--- src/rtl/sal_pkg.sv ---
package sal_pkg;
  // Word offsets of the register map; the bench and software depend on these.
  localparam int OFS_PRI_LO = 0;
  localparam int OFS_PRI_HI = 1;
  localparam int OFS_SEC_LO = 2;
  localparam int OFS_SEC_HI = 3;
  localparam int OFS_CTRL   = 4;
  localparam int NUM_SURF   = 2;   // primary, secondary
  // Control word bit positions
  localparam int CTRL_LOCK_BIT = 0;
  localparam int CTRL_PEND_BIT = 1;
endpackage

--- src/rtl/sal_vblank_edge.sv ---
module sal_vblank_edge (
  input  logic clk,
  input  logic rst_n,
  input  logic vblank,
  output logic vb_rise
);
  logic vb_q;

  always_ff @(posedge clk or negedge rst_n) begin
    if (!rst_n) vb_q <= 1'b0;
    else        vb_q <= vblank;
  end

  assign vb_rise = vblank & ~vb_q;

  // A level held high yields a single-cycle event.
  assert_single_rise_R11: assert property (@(posedge clk) disable iff (!rst_n)
    vb_rise |=> !vb_rise);
endmodule

--- src/rtl/sal_update_ctrl.sv ---
module sal_update_ctrl (
  input  logic clk,
  input  logic rst_n,
  input  logic arm,
  input  logic lock_wr,
  input  logic lock_din,
  input  logic vb_rise,
  output logic lock,
  output logic pending,
  output logic xfer
);
  // The transfer uses the lock as registered, not the value being written.
  assign xfer = vb_rise & pending & ~lock;

  always_ff @(posedge clk or negedge rst_n) begin
    if (!rst_n) begin
      lock    <= 1'b0;
      pending <= 1'b0;
    end else begin
      if (lock_wr) lock <= lock_din;
      // A new arm outranks the clear caused by a simultaneous transfer.
      if (arm)       pending <= 1'b1;
      else if (xfer) pending <= 1'b0;
    end
  end

  assert_lock_keeps_pending_R7: assert property (@(posedge clk) disable iff (!rst_n)
    (pending && lock) |=> pending);
  assert_arm_sets_pending_R3: assert property (@(posedge clk) disable iff (!rst_n)
    arm |=> pending);
endmodule

--- src/rtl/sal_addr_pair.sv ---
module sal_addr_pair #(
  parameter int HALF_W = 32
) (
  input  logic                clk,
  input  logic                rst_n,
  input  logic                wr_lo,
  input  logic                wr_hi,
  input  logic [HALF_W-1:0]   wr_data,
  input  logic                xfer,
  output logic [HALF_W-1:0]   stg_lo,
  output logic [HALF_W-1:0]   stg_hi,
  output logic [2*HALF_W-1:0] active
);
  function automatic logic [2*HALF_W-1:0] join_halves(input logic [HALF_W-1:0] hi,
                                                      input logic [HALF_W-1:0] lo);
    return {hi, lo};
  endfunction

  always_ff @(posedge clk or negedge rst_n) begin
    if (!rst_n) begin
      stg_lo <= '0;
      stg_hi <= '0;
      active <= '0;
    end else begin
      if (wr_lo) stg_lo <= wr_data;
      if (wr_hi) stg_hi <= wr_data;
      // Copies the values staged before any same-cycle write.
      if (xfer)  active <= join_halves(stg_hi, stg_lo);
    end
  end
endmodule

--- src/rtl/scanout_addr_latch.sv ---
module scanout_addr_latch #(
  parameter int DATA_W = 32,
  parameter int OFS_W  = 3
) (
  input  logic              clk,
  input  logic              rst_n,
  input  logic              wr_en,
  input  logic [OFS_W-1:0]  wr_addr,
  input  logic [DATA_W-1:0] wr_data,
  input  logic [OFS_W-1:0]  rd_addr,
  output logic [DATA_W-1:0] rd_data,
  input  logic              vblank,
  output logic [2*DATA_W-1:0] pri_addr,
  output logic [2*DATA_W-1:0] sec_addr,
  output logic              update_pending
);
  import sal_pkg::*;

  localparam int ADDR_W = 2 * DATA_W;

  logic vb_rise, xfer, arm, lock, lock_wr;
  logic [DATA_W-1:0] stg_lo [NUM_SURF];
  logic [DATA_W-1:0] stg_hi [NUM_SURF];
  logic [ADDR_W-1:0] act    [NUM_SURF];

  function automatic logic hit(input logic en, input logic [OFS_W-1:0] a, input int ofs);
    return en && (a == OFS_W'(ofs));
  endfunction

  function automatic logic [DATA_W-1:0] ctrl_word(input logic lk, input logic pd);
    logic [DATA_W-1:0] w;
    w = '0;
    w[CTRL_LOCK_BIT] = lk;
    w[CTRL_PEND_BIT] = pd;
    return w;
  endfunction

  assign arm     = hit(wr_en, wr_addr, OFS_PRI_LO);
  assign lock_wr = hit(wr_en, wr_addr, OFS_CTRL);

  sal_vblank_edge u_edge (
    .clk     (clk),
    .rst_n   (rst_n),
    .vblank  (vblank),
    .vb_rise (vb_rise)
  );

  sal_update_ctrl u_ctrl (
    .clk      (clk),
    .rst_n    (rst_n),
    .arm      (arm),
    .lock_wr  (lock_wr),
    .lock_din (wr_data[CTRL_LOCK_BIT]),
    .vb_rise  (vb_rise),
    .lock     (lock),
    .pending  (update_pending),
    .xfer     (xfer)
  );

  for (genvar g = 0; g < NUM_SURF; g++) begin : g_surf
    sal_addr_pair #(.HALF_W(DATA_W)) u_pair (
      .clk     (clk),
      .rst_n   (rst_n),
      .wr_lo   (hit(wr_en, wr_addr, 2 * g)),
      .wr_hi   (hit(wr_en, wr_addr, 2 * g + 1)),
      .wr_data (wr_data),
      .xfer    (xfer),
      .stg_lo  (stg_lo[g]),
      .stg_hi  (stg_hi[g]),
      .active  (act[g])
    );
  end

  assign pri_addr = act[0];
  assign sec_addr = act[1];

  always_comb begin
    rd_data = '0;
    if      (rd_addr == OFS_W'(OFS_PRI_LO)) rd_data = stg_lo[0];
    else if (rd_addr == OFS_W'(OFS_PRI_HI)) rd_data = stg_hi[0];
    else if (rd_addr == OFS_W'(OFS_SEC_LO)) rd_data = stg_lo[1];
    else if (rd_addr == OFS_W'(OFS_SEC_HI)) rd_data = stg_hi[1];
    else if (rd_addr == OFS_W'(OFS_CTRL))   rd_data = ctrl_word(lock, update_pending);
  end

  // Active addresses move only on a transfer.
  assert_active_hold_R5: assert property (@(posedge clk) disable iff (!rst_n)
    !xfer |=> ($stable(pri_addr) && $stable(sec_addr)));
  // The lock freezes the visible address.
  assert_lock_freezes_R7: assert property (@(posedge clk) disable iff (!rst_n)
    lock |=> $stable(pri_addr));
  // A transfer with no new arm retires the pending flag.
  assert_pending_clears_R4: assert property (@(posedge clk) disable iff (!rst_n)
    (xfer && !arm) |=> !update_pending);
  // A staging-only write never raises pending.
  assert_stage_only_R2: assert property (@(posedge clk) disable iff (!rst_n)
    (!update_pending && !arm) |=> !update_pending);
endmodule

--- config.mk ---
export PLATFORM = sky130hd
export DESIGN_NAME = scanout_addr_latch
export DESIGN_NICKNAME = d
export VERILOG_FILES = /design/src/rtl/sal_pkg.sv /design/src/rtl/sal_vblank_edge.sv /design/src/rtl/sal_update_ctrl.sv /design/src/rtl/sal_addr_pair.sv /design/src/rtl/scanout_addr_latch.sv
export SDC_FILE = /design/constraint.sdc
export NUM_CORES = 1
export LEC_CHECK = 0
export ABC_AREA = 1
export BUFFER_PORTS_ARGS = -buffer_cell sky130_fd_sc_hd__buf_2
export CAP_MARGIN = 30
export CORE_MARGIN = 3
export CORE_UTILIZATION = 59
export DETAILED_ROUTE_END_ITERATION = 10
export PLACE_DENSITY = 0.84
export SLEW_MARGIN = 20
export SYNTH_ARGS = -nofsm -noshare
export SYNTH_HDL_FRONTEND = slang
export SYNTH_SLANG_ARGS = --single-unit
--- constraint.sdc ---
create_clock -name clk -period 2.56 [get_ports clk]
set_input_delay 0.384 -clock clk [delete_from_list [all_inputs] [get_ports clk]]
set_output_delay 0.384 -clock clk [all_outputs]
set_load 0.02 [all_outputs]
# [Word-level counts from Yosys, hierarchy flattened]
# Index checks and enable logic that the tools add are counted.
[op_classes] n_eq_ne=8 mux=7 n_bitwise=5 n_reduce_logical=8
[ops] operator="$mux W32" count=4
[ops] operator="$eq A3 B2 Y1 const B" count=4
[ops] operator="$eq A3 B1 Y1 const B" count=2
[ops] operator="$eq A3 B3 Y1 const B" count=2
[ops] operator="$logic_not A3 Y1" count=2
[ops] operator="$logic_and A1 B1 Y1" count=5
[ops] operator="$and A1 B1 Y1" count=3
[ops] operator="$mux W1" count=2
[ops] operator="$mux W2" count=1
[ops] operator="$not A1 Y1" count=2
[ops] operator="$reduce_bool A2 Y1" count=1
[totals] reg_bits=259 out_inout_bits=161

# [Longest topological paths before layout]
[logic_depth] depth_word=6 mapped_depth=8 mapped_depth_nobuf=6

# [Hierarchy]
# Synthesis repeated with hierarchy kept, for this count alone.
[unflattened] cells_unflattened=1302 area_unflattened_um2=10704.0
[modules_own_cells] mod="sal_addr_pair" n_inst=2 cells_each=542 area_each_um2=4834.6 seq_area_each_um2=3203.1
[modules_own_cells] mod="scanout_addr_latch" n_inst=1 cells_each=204 area_each_um2=913.4 seq_area_each_um2=0.0
[modules_own_cells] mod="sal_update_ctrl" n_inst=1 cells_each=11 area_each_um2=86.3 seq_area_each_um2=50.0
[modules_own_cells] mod="sal_vblank_edge" n_inst=1 cells_each=3 area_each_um2=35.0 seq_area_each_um2=25.0

# [Worst setup path after synthesis]
# Ideal clock, no wire load.
[synth_timing] path_kind="in2out" from="input rd_addr[2]" to="output rd_data[12]" arrival_time_ns=1.167 required_time_ns=2.176 setup_slack_ns=1.009 stages=6 path_buffers=1 path_cell_list="inv_2 nand3b_1 inv_1 clkbuf_1 nand2_1 nand4_1"
[synth_via] elab_chain_len=5 word_cells_on_any_way=8 classes_between="3 x eq/ne; 4 x mux; 1 x reduce/logical"
[synth_lines] element="start: declaration" line_no="scanout_addr_latch.sv:10" rtl="input logic [OFS_W-1:0] rd_addr,"
[synth_lines] element="$eq A3 B2 Y1" line_no="scanout_addr_latch.sv:82" rtl="else if (rd_addr == OFS_W'(OFS_SEC_HI)) rd_data = stg_hi[1];"
[synth_lines] element="$mux W32" line_no="scanout_addr_latch.sv:82"
[synth_lines] element="$mux W32" line_no="scanout_addr_latch.sv:81" rtl="else if (rd_addr == OFS_W'(OFS_SEC_LO)) rd_data = stg_lo[1];"
[synth_lines] element="$mux W32" line_no="scanout_addr_latch.sv:80" rtl="else if (rd_addr == OFS_W'(OFS_PRI_HI)) rd_data = stg_hi[0];"
[synth_lines] element="$mux W32 (*)" line_no="scanout_addr_latch.sv:79" rtl="if (rd_addr == OFS_W'(OFS_PRI_LO)) rd_data = stg_lo[0];"
[synth_lines] element="end: declaration" line_no="scanout_addr_latch.sv:11" rtl="output logic [DATA_W-1:0] rd_data,"
# Every way passes the cells marked *; elsewhere a longest branch is shown, timed or not.

# [Final worst setup path]
[layout_timing] from="register u_ctrl.pending" to="output rd_data[1]"
[layout_via] elab_chain_len=5
[layout_lines] element="start: declaration" line_no="sal_update_ctrl.sv:9" rtl="output logic pending,"
[layout_lines] element="start signal: assignment" line_no="sal_update_ctrl.sv:18" rtl="pending <= 1'b0;"
[layout_lines] element="start signal: assignment" line_no="sal_update_ctrl.sv:22" rtl="if (arm) pending <= 1'b1;"
[layout_lines] element="start signal: assignment" line_no="sal_update_ctrl.sv:23" rtl="else if (xfer) pending <= 1'b0;"
[layout_lines] element="$mux W2" line_no="scanout_addr_latch.sv:83" rtl="else if (rd_addr == OFS_W'(OFS_CTRL)) rd_data = ctrl_word(lock, update_pending);"
[layout_lines] element="$mux W32" line_no="scanout_addr_latch.sv:82"
[layout_lines] element="$mux W32" line_no="scanout_addr_latch.sv:81"
[layout_lines] element="$mux W32" line_no="scanout_addr_latch.sv:80"
[layout_lines] element="$mux W32" line_no="scanout_addr_latch.sv:79"
# No other way between the ends.

==> metrics <==
Reg-to-Reg Start=u_ctrl.lock; required time of the critical path=2180 ps; all-layer global routing usage=27.98%; critical path startpoint=u_ctrl.pending; Vias/cell=5.520; Slowest-stage cell, CP=dfrtp_1; CP cell instances=nand3_1, nand2_1, nor2_1, nand3_1, buf_2; I/O pin count=203; sw frac=35.96%; Pleak=6.847 nW; synthesized area=0.01049 mm²; worst reg2reg path depth=6; dpl cells=1574; Clock Sinks=259; Setup TNS Final=0 ps; RSZ-0062 raised after global routing=no; vias=8959; post-synthesis sequential area ratio=61.80%; CP arrival=1500 ps; WP buf/inv=1; vias in the first global route=8850; core area=0.01736 mm²; R2R Setup Slk=820 ps; Post-CTS Setup Repair Bufs=0; HP Class=primary input to flip-flop; syn_nets=1233; FP Rows=48; Worst Hold Depth=1; CTS max path bufs=3; n_diodes=0; H-tree levels=1; WL final=26920 µm; largest cells by area after synthesis=dfrtp_1 (62%), nand2_1 (20%), o21ai_0 (6.8%); Max IR drop VDD=722.1 µV; largest net degree at the start of global routing=164; Combinational Power Share=28.1%; NetSw=5.172 mW; slew at the pin closest to its max-slew limit=743.4 ps; WP depth=5; Seq cells post-synth=259; WL/cell=16.59 µm; worst-path maximum fanout=4; Detail Route Antenna Nets=0; clk root buf=clkbuf_16; final design utilization=72.84%; post-synth top area cell=dfrtp_1; Flop pwr share=43.8%; Fmax=529.8 MHz; Area Growth Syn to Fin=20.56%; Synth top area share=61.80%; nets@finish=1420; CTS buffer count=26; Yosys cell types=19; delay-heaviest family, CP=flip-flops; fin area=0.01264 mm²; Final Hold Vio Count=0; total die area=0.01941 mm²; Critical Path Source Type=flip-flop; Post-Synthesis Cells=1191; crit path kind=flip-flop to output pin; Starting Density=60.42%; layout cell share with drive strength beyond 1=20.24%; initial antenna violation count=0; Congestion Overflow GR=0; Die Y=139.3 µm; clk slew on worst S/H paths=60 ps; clock network latency to the later pin of the worst-skew pair=520 ps; endpoints failing setup=0; First DRT Iteration DRCs=644; first-pass GRT wire length=45040 µm; Port Buffers=202; Setup crit end=rd_data[1]; first-pass iteration count of the detailed router=5; clock power share=28.1%; Period minus WS final=1887 ps; Post-Syn Area per Cell=8.806 µm²; die width=139.3 µm; non-filler instance count after layout=1623; post-CTS sizing=0; Placement Cell Area=0.01171 mm²; max cap viols=0; cell internal pwr=9.213 mW; CTS tree=yes; Worst path most repeated cell=nand3_1; RR Endpoint=g_surf[1].u_pair.active[26]; status=finished, final reports clean; Final period util=73.73%; CP max stage delay=460 ps; GP Congestion=0.8781; Post-DP HPWL=17450 µm; max-slew violation count=0; Residual DRC=0; Final Skew=13.30 ps; slew margin rel.=50.44%; Yosys warning count=0; CP endpoint kind=output pin; total power per unit cell area=1138 mW/mm²
worst min path at each step:
stage	startpoint	end	slack [ps]
3_3_place_gp	rst_n	g_surf[1].u_pair.active[29]	430
4_1_cts	vblank	u_edge.vb_q	20
2_1_floorplan	rst_n	g_surf[0].u_pair.active[0]	90
5_1_grt	vblank	u_edge.vb_q	30
6_report	vblank	u_edge.vb_q	30
3_5_place_dp	rst_n	g_surf[1].u_pair.active[29]	420
logic make-up (layout without fill, tap and decap cells):
kind of cell / count (synthesis) / after routing / synth area share (%)
AND/OR/NAND/NOR: 630 / 630 / 24.15
buffers and inverters: 139 / 346 / 6.275
flip-flops: 259 / 259 / 61.80
AO/OA/AOI/OAI: 163 / 163 / 7.779
cells in the final DEF, fill, tap and decap left out:
master,Yosys,final
nand3_2,1,1
clkbuf_16,0,27
nand3b_1,1,1
inv_2,2,1
clkbuf_1,22,2
bufinv_16,0,4
nand2_2,0,1
buf_4,9,17
buf_2,27,201
buf_8,0,1
dfrtp_1,259,259
clkinv_2,0,9
clkinv_4,0,1
buf_12,0,7
clkbuf_8,0,5
dlygate4sd3_1,0,1
nor2_1,9,6
o21ai_0,143,143
nand3b_4,1,1
o21ai_1,20,20
inv_1,69,69
nand4_1,32,32
nor2_4,2,5
nand2_1,547,546
nor3_1,1,1
clkinvlp_4,0,1
nand3_4,0,1
nand3_1,36,35
Yosys cell counts:
cell	number
nand3b_1	1
nand2_1	547
nand3b_4	1
nand3_2	1
nand3_1	36
o21ai_1	20
nor3_1	1
buf_2	27
inv_1	69
dfrtp_1	259
buf_4	9
inv_2	2
nor2_1	9
nand4_1	32
clkbuf_1	22
buf_6	9
nor2_4	2
o21ai_0	143
clkbuf_2	1
layer usage:
metal | vias up | GRT usage, % | share of wire, %
met5 | - | 0 | 0
met4 | 0 | 10.25 | 3.6
met3 | 93 | 4.502 | 7.2
met2 | 428 | 47.02 | 49
met1 | 4302 | 37.19 | 40
li1 | 4136 | - | -
area by class of cell:
cell class	instances	area, µm²
sequential	259	6481
fill	1266	4713
multi-input combinational	793	3386
timing repair buffer	227	1299
clock buffer	34	752.0
tap	225	281.5
inverter	71	267.8
clock inverter	14	176.4
through the flow:
| stage | total power [mW] | hold WS, ps | setup WS (ps) |
|---|---|---|---|
| after floorplan | 8.678 | 88.41 | 1009 |
| after global placement | 10.21 | 429.4 | 772.0 |
| after detailed placement | 10.37 | 422.1 | 744.1 |
| after CTS | 14.46 | 19.52 | 680.5 |
| after global routing | 15.16 | 26.17 | 640.3 |
| final | 14.38 | 34.75 | 672.5 |
registers in the layout (all words and copies together) (netlist names):
signal / cells
u_edge.vb_q: 1
u_ctrl.pending: 1
u_ctrl.lock: 1
g_surf.u_pair.active: 128
g_surf.u_pair.stg_hi: 64
g_surf.u_pair.stg_lo: 64
what timing repair did:
item | 4_1_cts | 5_1_grt
endpoints found under the hold margin | 76 | 0
hold buffers | 1 | 0
endpoints found under the setup margin | 0 | 0
power groups by stage:
stage	logic, mW	registers (mW)	clock network [mW]
6_report	4.04	6.30	4.05
5_1_grt	4.45	6.44	4.27
4_1_cts	4.08	6.28	4.09
3_5_place_dp	4.05	6.32	0
3_3_place_gp	3.93	6.28	0
2_1_floorplan	1.38	7.30	0
No activity file was read; power rests on OpenSTA's default activity.
